===== src/rtl/fsbb_pkg.sv =====
package fsbb_pkg;
    typedef enum logic [2:0] {
        ST_SLEEP   = 3'd0,
        ST_BK_ON   = 3'd1,
        ST_BK_FW   = 3'd2,
        ST_BST_ON  = 3'd3,
        ST_BST_OFF = 3'd4
    } seq_state_t;

    typedef struct packed {
        logic hi;
        logic lo;
    } leg_t;

    localparam int unsigned NUM_LEGS = 2;
    localparam int unsigned LEG_IN   = 0;
    localparam int unsigned LEG_OUT  = 1;
endpackage


===== src/rtl/fsbb_sync.sv =====
module fsbb_sync #(
    parameter int unsigned W = 1,
    parameter logic [W-1:0] RST_VAL = '0
) (
    input  logic         clk,
    input  logic         rst_n,
    input  logic [W-1:0] d_i,
    output logic [W-1:0] q_o
);
    typedef struct packed {
        logic [W-1:0] s1;
        logic [W-1:0] s2;
    } sync_t;

    sync_t r_d, r_q;

    always_comb begin
        r_d.s1 = d_i;
        r_d.s2 = r_q.s1;
    end

    always_ff @(posedge clk or negedge rst_n) begin
        if (!rst_n) begin
            r_q <= '{s1: RST_VAL, s2: RST_VAL};
        end else begin
            r_q <= r_d;
        end
    end

    assign q_o = r_q.s2;
endmodule


===== src/rtl/fsbb_deadtime.sv =====
module fsbb_deadtime
    import fsbb_pkg::*;
#(
    parameter int unsigned DEAD_W = 6
) (
    input  logic              clk,
    input  logic              rst_n,
    input  logic [DEAD_W-1:0] dead_i,
    input  leg_t              req_i,
    output leg_t              gate_o
);
    typedef struct packed {
        leg_t              cur;
        logic [DEAD_W-1:0] cnt;
    } dt_t;

    dt_t r_d, r_q;

    always_comb begin
        r_d = r_q;
        if (req_i == r_q.cur) begin
            r_d.cnt = '0;
        end else if (r_q.cur != '0) begin
            r_d.cur = '0;
            r_d.cnt = '0;
        end else if (r_q.cnt >= dead_i) begin
            r_d.cur = req_i;
            r_d.cnt = '0;
        end else begin
            r_d.cnt = r_q.cnt + 1'b1;
        end
    end

    always_ff @(posedge clk or negedge rst_n) begin
        if (!rst_n) begin
            r_q <= '0;
        end else begin
            r_q <= r_d;
        end
    end

    assign gate_o = r_q.cur;
endmodule


===== src/rtl/fsbb_mode_seq.sv =====
module fsbb_mode_seq
    import fsbb_pkg::*;
#(
    parameter int unsigned DLY_W  = 16,
    parameter int unsigned DEAD_W = 6
) (
    input  logic              clk,
    input  logic              rst_n,
    input  logic              fb_hi_i,
    input  logic              pk_i,
    input  logic              zc_i,
    input  logic              below_bst_i,
    input  logic              above_bk_i,
    input  logic [DLY_W-1:0]  bk_dly1_i,
    input  logic [DLY_W-1:0]  bk_dly2_i,
    input  logic [DLY_W-1:0]  bs_dly1_i,
    input  logic [DLY_W-1:0]  bs_dly2_i,
    input  logic [DEAD_W-1:0] dead_i,
    output logic              in_hs_o,
    output logic              in_ls_o,
    output logic              out_hs_o,
    output logic              out_ls_o,
    output logic              boost_o
);
    localparam int unsigned NFLAG = 5;
    localparam logic [DLY_W-1:0] TMR_MAX = '1;
    localparam logic [NFLAG-1:0] FLAG_RST = NFLAG'(1);

    typedef struct packed {
        seq_state_t       state;
        logic             boost;
        logic [DLY_W-1:0] timer;
    } seq_t;

    logic [NFLAG-1:0] flag_s;
    logic fb_s, pk_s, zc_s, blw_s, abv_s;
    seq_t q_r, q_d;
    leg_t req [NUM_LEGS];
    leg_t gate [NUM_LEGS];

    fsbb_sync #(.W(NFLAG), .RST_VAL(FLAG_RST)) u_sync (
        .clk   (clk),
        .rst_n (rst_n),
        .d_i   ({above_bk_i, below_bst_i, zc_i, pk_i, fb_hi_i}),
        .q_o   (flag_s)
    );

    assign {abv_s, blw_s, zc_s, pk_s, fb_s} = flag_s;

    always_comb begin
        q_d = q_r;
        unique case (q_r.state)
            ST_SLEEP: begin
                if (!fb_s) q_d.state = q_r.boost ? ST_BST_ON : ST_BK_ON;
            end
            ST_BK_ON: begin
                if (fb_s) begin
                    q_d.state = ST_SLEEP;
                end else if (pk_s) begin
                    q_d.state = ST_BK_FW;
                end else if (q_r.timer == bk_dly1_i && blw_s) begin
                    q_d.boost = 1'b1;
                    q_d.state = ST_BST_ON;
                end else if (q_r.timer == bk_dly2_i) begin
                    q_d.boost = 1'b1;
                    q_d.state = ST_BK_FW;
                end
            end
            ST_BK_FW: begin
                if (fb_s) q_d.state = ST_SLEEP;
                else if (zc_s) q_d.state = q_r.boost ? ST_BST_ON : ST_BK_ON;
            end
            ST_BST_ON: begin
                if (fb_s) q_d.state = ST_SLEEP;
                else if (pk_s) q_d.state = ST_BST_OFF;
            end
            ST_BST_OFF: begin
                if (fb_s) begin
                    q_d.state = ST_SLEEP;
                end else if (zc_s) begin
                    q_d.state = q_r.boost ? ST_BST_ON : ST_BK_ON;
                end else if (q_r.timer == bs_dly1_i && abv_s) begin
                    q_d.boost = 1'b0;
                    q_d.state = ST_BK_FW;
                end else if (q_r.timer == bs_dly2_i) begin
                    q_d.boost = 1'b0;
                end
            end
            default: q_d.state = ST_SLEEP;
        endcase

        if (q_d.state != q_r.state) q_d.timer = '0;
        else if (q_r.timer != TMR_MAX) q_d.timer = q_r.timer + 1'b1;
    end

    always_ff @(posedge clk or negedge rst_n) begin
        if (!rst_n) begin
            q_r <= '{state: ST_SLEEP, boost: 1'b0, timer: '0};
        end else begin
            q_r <= q_d;
        end
    end

    always_comb begin
        req[LEG_IN]  = '0;
        req[LEG_OUT] = '0;
        unique case (q_r.state)
            ST_BK_ON:   begin req[LEG_IN].hi = 1'b1; req[LEG_OUT].hi = 1'b1; end
            ST_BK_FW:   begin req[LEG_IN].lo = 1'b1; req[LEG_OUT].hi = 1'b1; end
            ST_BST_ON:  begin req[LEG_IN].hi = 1'b1; req[LEG_OUT].lo = 1'b1; end
            ST_BST_OFF: begin req[LEG_IN].hi = 1'b1; req[LEG_OUT].hi = 1'b1; end
            default:    ;
        endcase
    end

    for (genvar g = 0; g < NUM_LEGS; g++) begin : g_leg
        fsbb_deadtime #(.DEAD_W(DEAD_W)) u_dt (
            .clk    (clk),
            .rst_n  (rst_n),
            .dead_i (dead_i),
            .req_i  (req[g]),
            .gate_o (gate[g])
        );
    end

    assign in_hs_o  = gate[LEG_IN].hi;
    assign in_ls_o  = gate[LEG_IN].lo;
    assign out_hs_o = gate[LEG_OUT].hi;
    assign out_ls_o = gate[LEG_OUT].lo;
    assign boost_o  = q_r.boost;
endmodule


===== config.mk =====
export PLATFORM = sky130hd
export DESIGN_NAME = fsbb_mode_seq
export DESIGN_NICKNAME = d
export VERILOG_FILES = /design/src/rtl/fsbb_pkg.sv /design/src/rtl/fsbb_sync.sv /design/src/rtl/fsbb_deadtime.sv /design/src/rtl/fsbb_mode_seq.sv
export SDC_FILE = /design/constraint.sdc
export NUM_CORES = 1
export LEC_CHECK = 0
export ABC_AREA = 1
export ABC_CLOCK_PERIOD_IN_PS = 2800
export BUFFER_PORTS_ARGS = -buffer_cell sky130_fd_sc_hd__buf_2
export CELL_PAD_IN_SITES_DETAIL_PLACEMENT = 1
export CELL_PAD_IN_SITES_GLOBAL_PLACEMENT = 1
export CORE_MARGIN = 4
export CORE_UTILIZATION = 39
export CTS_BUF_LIST = sky130_fd_sc_hd__clkbuf_4 sky130_fd_sc_hd__clkbuf_8 sky130_fd_sc_hd__clkbuf_16
export CTS_CLUSTER_DIAMETER = 120
export CTS_CLUSTER_SIZE = 14
export DETAILED_ROUTE_END_ITERATION = 8
export HOLD_SLACK_MARGIN = 0.05
export PLACE_DENSITY = 0.79
export SLEW_MARGIN = 20
export SYNTH_ARGS = -nofsm -noshare
export SYNTH_HDL_FRONTEND = slang
export SYNTH_SLANG_ARGS = --single-unit

===== constraint.sdc =====
create_clock -name clk -period 2.8 [get_ports clk]
set_clock_uncertainty 0.15 [all_clocks]
set_input_delay 0.28 -clock clk [delete_from_list [all_inputs] [get_ports clk]]
set_output_delay 0.28 -clock clk [all_outputs]
set_load 0.1 [all_outputs]

=== Word level (Yosys, flattened, before mapping) ===
Index checks and enable logic that the tools add are counted.
Widths: inputs -> output; s select.

* Add/sub/neg operators: 3
* $mul: 0
* Div/mod/pow operators: 0
* Magnitude comparators: 2
* Equal/unequal tests: 18
* Shift-type cells: 0
* Muxes and demuxes: 35
* Bitwise logic cells: 2
* Reduce and logical (&&, ||, !) cells: 14

{| class="wikitable"
|+ Operators with widths
! operator !! number
|-
| $eq 16x16->1 || 4
|-
| $mux 16 || 2
|-
| $mux 3 || 10
|-
| $mux 6 || 4
|-
| $add 16x1->16 const B || 1
|-
| $mux 8 || 2
|-
| $ne 16x16->1 const B || 1
|-
| $pmux 3 s5 || 1
|-
| $add 6x1->6 const B || 2
|-
| $ge 6x6->1 || 2
|-
| $reduce_bool 2->1 || 6
|-
| $mux 1 || 10
|-
| $mux 4 || 2
|-
| $ne 2x2->1 const B || 4
|-
| $reduce_and 7->1 || 1
|-
| $eq 3x2->1 const B || 2
|-
| $mux 2 || 3
|-
| $ne 3x3->1 const B || 2
|-
| $reduce_or 3->1 || 2
|-
| $eq 2x2->1 || 2
|-
| $reduce_and 2->1 || 2
|-
| $eq 3x1->1 const B || 1
|-
| $eq 3x3->1 const B || 1
|-
| $logic_not 3->1 || 1
|-
| other kinds (4) || 6
|}

* Bits in registers: 46
* Bits in latches: 0
* RAM bits: 0
* Bits in read-only memories: 0
* Input port bits: 77
* Logic and storage cells: 85
* Memories kept: 0

=== Longest topological paths before layout ===
Gate-level depths: netlist (run 1).

* Word-level depth: 8
* Mapped depth: 19
* Mapped depth without buffers: 17

=== Hierarchy ===
From an unflattened synthesis (run 1), not the netlist that was laid out.

* Cells, all modules: 583
* Area total of the unflattened synthesis: 3918.8 um^2

{| class="wikitable"
|+ Modules (own cells, without submodules)
! module !! instances !! cells an instance !! area each (um^2) !! sequential area each (um^2)
|-
| fsbb_mode_seq || 1 || 421 || 2489.9 || 500.5
|-
| fsbb_deadtime || 2 || 76 || 588.1 || 200.2
|-
| fsbb_sync || 1 || 10 || 252.7 || 252.7
|}

=== Least setup slack after synthesis (run 1) ===
Ideal clock, no wire load.

* Path kind: register to register
* Start: register q_r, in the netlist boost_o
* End: register q_r[2] (netlist name)
* Setup time: 0.069 ns
* Data arrival time: 1.789 ns
* Slack: 0.792 ns
* Cell stages (with the launch flop): 10
* Path buffers: 1
* Period minus slack after synthesis: 2.008 ns
* Cell sequence: dfrtp_1 -> o211ai_1 -> nand2_1 -> nand2_1 -> nand2_2 -> nand2_2 -> nand2_2 -> nand3_4 -> buf_12 -> nor2_2

{| class="wikitable"
|+ RTL lines
! what !! line !! RTL
|-
| start, declared || fsbb_mode_seq.sv:37 || <nowiki>seq_t q_r, q_d;</nowiki>
|-
| start signal, assigned || fsbb_mode_seq.sv:98 || <nowiki>q_r <= '{state: ST_SLEEP, boost: 1'b0, timer: '0};</nowiki>
|-
| start signal, assigned || fsbb_mode_seq.sv:100 || <nowiki>q_r <= q_d;</nowiki>
|}

==> results of run 1 <==
[critical path: cells and delay by family (launching register included)]
family	cells	cell delay, ns
simple gates	15	1.58
flops	1	0.56
buf+inv	1	0.15
[through the flow]
stage	hold slack (ns)	std cells	setup slack (ns)	area (um2)
finish	0.202	736	0.292	4290
floorplan	-0.166	539	0.792	3650
detailed placement	0.154	722	0.316	4120
global placement	0.145	722	0.333	4120
global route	0.210	736	0.00223	4290
CTS	0.204	736	0.270	4290
[final cells by class]
cell class	instances	area (um2)
fill	1246	4860
timing repair buffer	88	473
clock buffer	7	83.8
inverter	80	300
multi-input combinational	403	2110
tap	111	139
clock inverter	1	30.0
sequential	46	1150
[cells in the final DEF (no fill, tap or decap), drive strengths merged, types with 3 or more instances in the layout]
master | synthesis | routed
a21oi | 11 | 11
buf | 10 | 82
clkbuf | 0 | 7
dfrtp | 44 | 44
dlygate4sd3 | 0 | 6
ha | 15 | 15
inv | 80 | 80
nand2 | 174 | 174
nand3 | 29 | 29
nand4 | 11 | 11
nor2 | 82 | 82
nor3 | 13 | 13
nor3b | 5 | 5
o21ai | 12 | 12
o22ai | 3 | 3
or2 | 8 | 8
xnor2 | 11 | 11
xor2 | 22 | 22
[worst max path at each step]
stage,end,slack (ns),from,depth (start not counted)
floorplan,q_r[2],0.79,boost_o,9
global placement,q_r[8],0.33,q_r[5],16
detailed placement,q_r[7],0.32,q_r[5],16
CTS,q_r[7],0.27,q_r[3],16
global route,q_r[4],0.002,q_r[5],16
finish,q_r[7],0.29,q_r[5],16
[flip-flops by register name (all words and copies together) (netlist names)]
name / flops
g_leg.u_dt.r_q: 12
q_r: 19
u_sync.q_o: 5
u_sync.r_d: 5
boost_o: 1
g_leg.u_dt.gate_o: 4
[per-layer routing]
metal | global-route usage | up-vias | share of wire
li1 | - | 1841 | -
met1 | 0.261 | 1717 | 0.43
met2 | 0.390 | 62 | 0.52
met3 | 0.0247 | 8 | 0.033
met4 | 0.0450 | 0 | 0.012
met5 | 0 | - | 0
[kinds of logic after synthesis]
logic type | share of synthesized area
buffers and inverters | 0.105
flip-flops | 0.316
AO/OA/AOI/OAI | 0.0508
AND/OR/NAND/NOR | 0.397
XOR/XNOR | 0.0792
adder cells (fa/ha/maj) | 0.0514
[repair_timing]
item | CTS | global route
endpoints found under the hold margin | 24 | 0
endpoints found under the setup margin | 0 | 0
hold buffers | 6 | 0
[power by group]
part	total, W	leakage [nW]	internal, W	switching, W
combinational	0.000750	1.65	0.000237	0.000513
sequential	0.000798	0.608	0.000729	0.0000692
clock	0.000518	0.0593	0.000287	0.000231
==> results.md, run 1 <==
* DRT iter0 DRCs at 136
* Antenna Cells at 0
* Chip width at between 100 and 150 um
* Final GP Congestion at around 0.84
* Root buffer cell: clkbuf_8
* Number of flops mapped to enable cells by yosys at 0
* I/O pin total at 82
* Status: complete, no violations
* Die height at 105 um
* Top cell type's share of synthesized area at 0.302
* Share of cells above drive strength 1 at 0.216
* Min-delay src: u_sync.r_d[1]
* Worst R2R Setup Slack at between 0.2 and 0.3 ns
* Final setup viols at 0
* Post-synth ARST share at 1.00
* PD cells at about 480 nW/um2
* Synthesis-stage register bit count at 46
* Tcrit/Tclk final at 0.896
* Worst path required time at 2.87 ns
* Worst-path clk slew at 0.09 ns
* Slew @ Worst Pin at 0.554 ns
* Final TNS setup at 0 ns
* Die ar. at 11,000 um2
* Dpl hpwl at 9170 um
* Final net count at between 700 and 800
* Cell Chain, Critical Path: inv_2 > nand2_1 > nand2_1 > nor2_1 > nand2_1 > nor2_1 > nand3_2 > nand3_1 > nand2_1 > nand2_1 > nand2_1 > nand2_2 > nand2_2 > nand2_2 > nand3_4 > nor2_1
* Via count at roughly 3,600
* DRT Pass-1 Iters at 4
* Register-to-Register Path Depth at 16
* Standard-cell rows at 35
* Max H-tree Level at 2
* Peak fanout along the critical path at 16
* Post-synthesis sequential area ratio at 0.316
* Post-CTS setup buffers at 0
* Clock Latency Late Sink at around 0.3 ns
* Final hold vios at 0
* RSZ-0062 raised after global routing: false
* Initial antenna violation count at 0
* Syn_area_per_cell at 6.77 um2
* Crit path time final at between 2 and 3 ns
* Ys flop type: dfrtp_1
* Drt total wl at 11,100 um
* Crit path DAT at about 2.6 ns
* Synth warn at 0
* Largest net degree at the start of global routing at 26
* Hold Path Stages at 0
* GRT Overall Usage at 0.210
* Number of max-cap violations at 0
* Slowest stage cell, crit path: dfrtp_1
* PostCTS Resize Cnt at 0
* Initial Util at 0.399
* Residual DRC at 0
* Post-Syn Area at 3650 um2
* Most numerous cell in the Yosys netlist: nand2_1
* Post-Syn Nets at approximately 630
* Total CTS buffers at 5
* Cells after Synth at about 540
* Top cell by count, worst path: nand2_1
* Slew margin rel. at 0.631
* Number of global-route vias before repair at 3,885
* Clock Path Buffers at 2
* Achievable Freq at 399 MHz
* Vias per cell at 4.93
* Syn-to-layout area delta at 17.6%
* Min-Delay Endpoint: u_sync.q_o[1]
* Synth top area cells: dfrtp_1 30%, nand2_1 17%, nor2_1 7.2%
* Core Util, Final at 0.469
* R2R Path End: q_r[7]
* Total grt overflow at 0
* Top post-synthesis cells by count: 169 x nand2_1, 70 x nor2_1, 69 x inv_1, 44 x dfrtp_1, 26 x nand3_1
* Cell type with the largest total area after synthesis: dfrtp_1
* CTS Sinks at 46
* Global-route wire length before repair at about 19,000 um
* Final total power at roughly 0.0021 W
* WL per Instance at approximately 15 um
* IO buf count at 81
* ANT nets after route at 0
* Placeable Area at between 9000 and 10,000 um2
* Startpoint types: flop
* TritonCTS clock tree: yes
* Crit. End Element: flop
* Max Transition Viols Final at 0
* P_leak at 2.32 nW
* HP Class: flop to flop
* Critical path type: flop to flop
* Synth cell types at 36
* Max incr delay on CP at ~0.56 ns
* Peak supply drop at around 260 uV
* Launch point of the worst reg-to-reg path: q_r[5]
(Power assumes the default switching activity.)
==> run 2, diff against run 1 <==
Settings changed: CORE_MARGIN 4 to 1.5.
==> results.md, run 2 (synthesis gave the netlist of run 1 again) <==
* Status: complete, no violations
* R2R Path End: q_r[6]
* Initial antenna violation count at 0
* Clock Latency Late Sink at around 0.3 ns
* WL per Instance at ~15 um
* Final hold vios at 0
* Buf/Inv on CP at 1
* Slew @ Worst Pin at 0.601 ns
* RSZ-0062 raised after global routing: false
* Peak supply drop at approximately 280 uV
* Post-route insts no fill at about 740
* Via count at approximately 3,700
* Clock Path Buffers at 2
* Most frequent cells in the layout: 169 x nand2_1, 80 x buf_2, 70 x nor2_1, 69 x inv_1, 41 x dfrtp_1
* Die height at approximately 100 um
* Initial Util at 0.399
* Register-to-Register Path Depth at 16
* FF+latch area at approximately 1200 um2
* Share of cells above drive strength 1 at 0.220
* Total grt overflow at 0
* Worst-path clk slew at about 0.1 ns
* Fillcell total at around 1,300
* Peak fanout along the critical path at 16
* Die ar. at 9940 um2
* Cell area after layout at between 4000 and 5000 um2
* Global-route wire length before repair at 18,900 um
* CP Capture Point: q_r[6]
* Number of global-route vias before repair at roughly 4,000
* Standard-cell rows at 35
* DRT Pass-1 Iters at 4
* Crit path DAT at 2.66 ns
* Root buffer cell: clkbuf_8
* Cell Int Power at 0.00122 W
* Max Transition Viols Final at 0
* Drt total wl at 11,200 um
* P_leak at 2.31 nW
* Antenna Cells at 0
* Residual DRC at 0
* Post-Place Cell Area at between 4000 and 5000 um2
* Sequential power share at 0.392
* Final TNS setup at 0 ns
* Placed Cells at roughly 700
* Largest register by flop count: q_r
* Final net count at between 700 and 800
* Sw Pwr at slightly above 0.0008 W
* WHS at 0.204 ns
* Max H-tree Level at 2
* Crit path max-delay family: simple AND/OR/NAND/NOR gates
* Number of flip-flops in the largest register at 19
* Achievable Freq at roughly 390 MHz
* DRT iter0 DRCs at about 130
* Chip width at ~100 um
* Min-delay src: u_sync.r_d[3]
* Slowest stage cell, crit path: dfrtp_1
* Launch point of the worst reg-to-reg path: q_r[10]
* Final GP Congestion at between 0.9 and 1
* Largest net degree at the start of global routing at 47
* Vias per cell at around 5.0
* ANT nets after route at 0
* Syn-to-layout area delta at 17.5%
* Max incr delay on CP at around 0.63 ns
* Combinational share of power at 0.371
* Number of max-cap violations at 0
* PD cells at ~480 nW/um2
* Post-CTS setup buffers at 0
* Crit path time final at ~2.6 ns
* CP Depth at 16
* Critical path type: flop to flop
* Tcrit/Tclk final at 0.923
* HP Class: flop to flop
* Cell Chain, Critical Path: inv_2 > nand2_1 > nand2_1 > nor2_1 > nand2_1 > nor2_1 > nand2_1 > nand3_1 > nand2_1 > nand2_1 > nand2_1 > nand2_2 > nand2_2 > nand2_2 > nand3_4 > nor2_1
* Dpl hpwl at slightly above 9000 um
* Total CTS buffers at 5
* CTS Sinks at 46
* Switch share at 0.406
* Worst R2R Setup Slack at about 0.21 ns
* Placeable Area at around 9200 um2
* IO buf count at 81
* Final setup viols at 0
* Worst path required time at 2.87 ns
* Top cell by count, worst path: nand2_1
* Final total power at a little over 0.002 W
* Slew margin rel. at 0.600
* Top flop regs: q_r: 19 flops, g_leg.u_dt.r_q: 12 flops
* TritonCTS clock tree: yes
* Clock power share at 0.237
* Crit. End Element: flop
* I/O pin total at 82
* Crit. Startpoint: q_r[10]
* Multi-input gate area at ~2100 um2
* GRT Overall Usage at 0.239
* Commonest non-fill, non-tap cell in the layout: nand2_1
* Startpoint types: flop
[run 2: cell types whose count changed in the layout (fill, tap and decap cells not counted), sizes merged]
cell    delta
clkbuf     +1
buf        -1
bufinv     -1
[run 2: cell type report]
cell class,instances,area share
Timing Repair Buffer,87,0.109
Clock buffer,8,0.0257
Sequential cell,46,0.270
Tap cell,111,0.0324
Multi-Input combinational cell,403,0.493
Inverter,80,0.0701
[run 2: worst register-to-register path: stages (launching register included)]
cell and delay [ns]:
dfrtp_1 0.63, inv_2 0.12, nand2_1 0.08, nand2_1 0.05, nor2_1 0.16, nand2_1 0.13, nor2_1 0.12, nand2_1 0.09
nand3_1 0.09, nand2_1 0.05, nand2_1 0.07, nand2_1 0.08, nand2_2 0.09, nand2_2 0.05, nand2_2 0.07, nand3_4 0.27
nor2_1 0.20
[run 2: per-layer routing]
metal,global-route usage,vias to the layer above,wire (um)
met5,0,-,0
li1,-,1835,-
met1,0.303,1764,4970
met3,0.0260,18,278
met4,0.0585,0,208
met2,0.431,70,5730
[run 2: timing repair]
action,CTS,global route
endpoints found under the hold margin,5,44
hold buffers,5,1
endpoints found under the setup margin,0,12
gates resized for setup,0,3
[run 2: worst min path at each step]
stage	end	slack, ns	depth (start not counted)
6_report	u_sync.q_o[3]	0.20	0
5_1_grt	u_sync.q_o[0]	0.21	0
4_1_cts	q_r[7]	0.05	1
3_5_place_dp	u_sync.q_o[4]	0.19	0
3_3_place_gp	u_sync.q_o[3]	0.18	0
2_1_floorplan	boost_o	-0.17	0
[run 2: power groups by stage]
stage / Sequential (W) / Combinational [W] / Clock [W]
after floorplan: 0.000922 / 0.000430 / 0
after global placement: 0.000812 / 0.000723 / 0
after detailed placement: 0.000816 / 0.000761 / 0
after CTS: 0.000803 / 0.000770 / 0.000491
after global routing: 0.000814 / 0.000856 / 0.000520
final: 0.000802 / 0.000759 / 0.000484
[run 2: stage by stage]
stage               setup WS [ns]   util
detailed placement          0.235  0.449
global placement            0.353  0.449
finish                      0.215  0.468
floorplan                   0.792      -
global route               0.0157  0.468
CTS                         0.231  0.467
==> run 3, diff against run 2 <==
Settings changed: CELL_PAD_IN_SITES_DETAIL_PLACEMENT 1 to 2, CELL_PAD_IN_SITES_GLOBAL_PLACEMENT 1 to 2, CORE_UTILIZATION 39 to 30.
==> results.md, run 3 (synthesis gave the netlist of run 1 again) <==
* Status: complete, no violations
* Drt total wl at 12,700 um
* Worst R2R Setup Slack at roughly 0.24 ns
* Number of global-route vias before repair at roughly 4,100
* Number of flip-flops in the largest register at 19
* Chip width at 113 um
* Final setup viols at 0
* Final net count at slightly above 700
* Met2 routed WL at ~6700 um
* Slew @ Worst Pin at between 0.5 and 0.6 ns
* Standard-cell rows at 40
* Initial antenna violation count at 0
* Worst path required time at around 2.9 ns
* Largest register by flop count: q_r
* DRT Pass-1 Iters at 4
* Max incr delay on CP at ~0.44 ns
* Share of cells above drive strength 1 at 0.227
* Placeable Area at around 12,000 um2
* Slowest stage cell, crit path: dfrtp_1
* Placed Cells at 762
* HP Class: flop to flop
* Final TNS setup at 0 ns
* Global-route wire length before repair at between 20,000 and 25,000 um
* Initial Util at 0.305
* Dpl hpwl at ~11,000 um
* Most frequent cells in the layout: 169 x nand2_1, 81 x buf_2, 70 x nor2_1, 69 x inv_1, 40 x dfrtp_1
* Clock Latency Late Sink at a little under 0.3 ns
* Syn-to-layout area delta at 20.7%
* Crit path max-delay family: simple AND/OR/NAND/NOR gates
* Final hold vios at 0
* Max H-tree Level at 2
* Total grt overflow at 0
* Max Transition Viols Final at 0
* Slew margin rel. at 0.646
* Vias per cell at 4.78
* Crit path time final at 2.56 ns
* Cell Chain, Critical Path: inv_1 > nor2_1 > nor2_1 > nand2_1 > nor2_1 > nand3_2 > nand3_1 > nand2_1 > nand2_1 > nand2_1 > nand2_2 > nand2_2 > nand2_2 > nand3_4 > nor2_2
* Total CTS buffers at 5
* Post-Place Cell Area at 4190 um2
* Peak supply drop at about 230 uV
* Fillcell total at 1,472
* Crit path DAT at 2.63 ns
* Top routing layer used: met4
* Post-CTS setup buffers at 0
* Cell area after layout at between 4000 and 5000 um2
* Peak fanout along the critical path at 16
* Wire length on met3 at around 240 um
* Top flop regs: q_r: 19 flops, g_leg.u_dt.r_q: 12 flops
* Die height at approximately 110 um
* Tcrit/Tclk final at 0.915
* Die ar. at ~13,000 um2
* Startpoint types: flop
* DRT iter0 DRCs at roughly 120
* ANT nets after route at 0
* Wl on met1 at 5690 um
* Final GP Congestion at a little over 0.8
* Top cell by count, worst path: nand2_1
* Post-route insts no fill at between 700 and 800
* TritonCTS clock tree: yes
* RSZ-0062 raised after global routing: false
* Achievable Freq at between 300 and 400 MHz
* Critical path type: flop to flop
* PD cells at approximately 500 nW/um2
* Core Util, Final at 0.368
* Crit. End Element: flop
* Commonest non-fill, non-tap cell in the layout: nand2_1
* Number of max-cap violations at 0
* I/O pin total at roughly 80
* Clock Path Buffers at 2
* Via count at 3,707
* Residual DRC at 0
* WL per Instance at about 16 um
* Antenna Cells at 0
* P_leak at approximately 2.3 nW
* CTS Sinks at 46
* GRT Overall Usage at 0.209
* Largest net degree at the start of global routing at 28
* Worst-path clk slew at around 0.070 ns
* Root buffer cell: clkbuf_16
* IO buf count at 81
* Buf/Inv on CP at 1
run 3: worst paths after layout:
path,start,endpoint,cells after the start
hold / removal,u_sync.r_d[3],u_sync.q_o[3],0
min in group asynchronous,rst_n,q_r[18],2
setup / recovery,q_r[0],q_r[14],15
max in group asynchronous,rst_n,u_sync.r_d[0],3
setup reg to reg,q_r[0],q_r[14],15
hold reg to reg,u_sync.r_d[3],u_sync.q_o[3],0
run 3: timing repair:
| action | in CTS | in global routing |
|---|---|---|
| hold endpoints to repair | 24 | 0 |
| hold buffers | 6 | 0 |
| resized for setup | 0 | 4 |
| endpoints found under the setup margin | 0 | 16 |
run 3: where the power goes:
| part | internal [W] | leakage (nW) | switching (W) | total (W) |
|---|---|---|---|---|
| clock | 0.000342 | 0.0742 | 0.000277 | 0.000619 |
| combinational | 0.000238 | 1.67 | 0.000534 | 0.000772 |
| sequential | 0.000730 | 0.601 | 0.0000737 | 0.000803 |
run 3: per-stage QoR:
step	power [W]	hold slack, ns	setup slack (ns)
after floorplan	0.00135	-0.166	0.792
after global placement	0.00154	0.131	0.245
after detailed placement	0.00159	0.135	0.129
after CTS	0.00223	0.207	0.109
after global routing	0.00235	0.215	0.0159
final	0.00219	0.203	0.237
run 3: area by class of cell:
class	count	area, um2	share of cell area
timing repair buffer	92	503	0.114
clock inverter	2	13.8	0.00313
tap	147	184	0.0418
clock buffer	6	133	0.0301
multi-input combinational	403	2110	0.480
sequential	46	1160	0.263
inverter	80	300	0.0682
run 3: metal layers:
layer	vias up	global-route usage
li1	1843	-
met1	1817	0.258
met2	41	0.398
met3	6	0.0230
met4	0	0.0325
met5	-	0
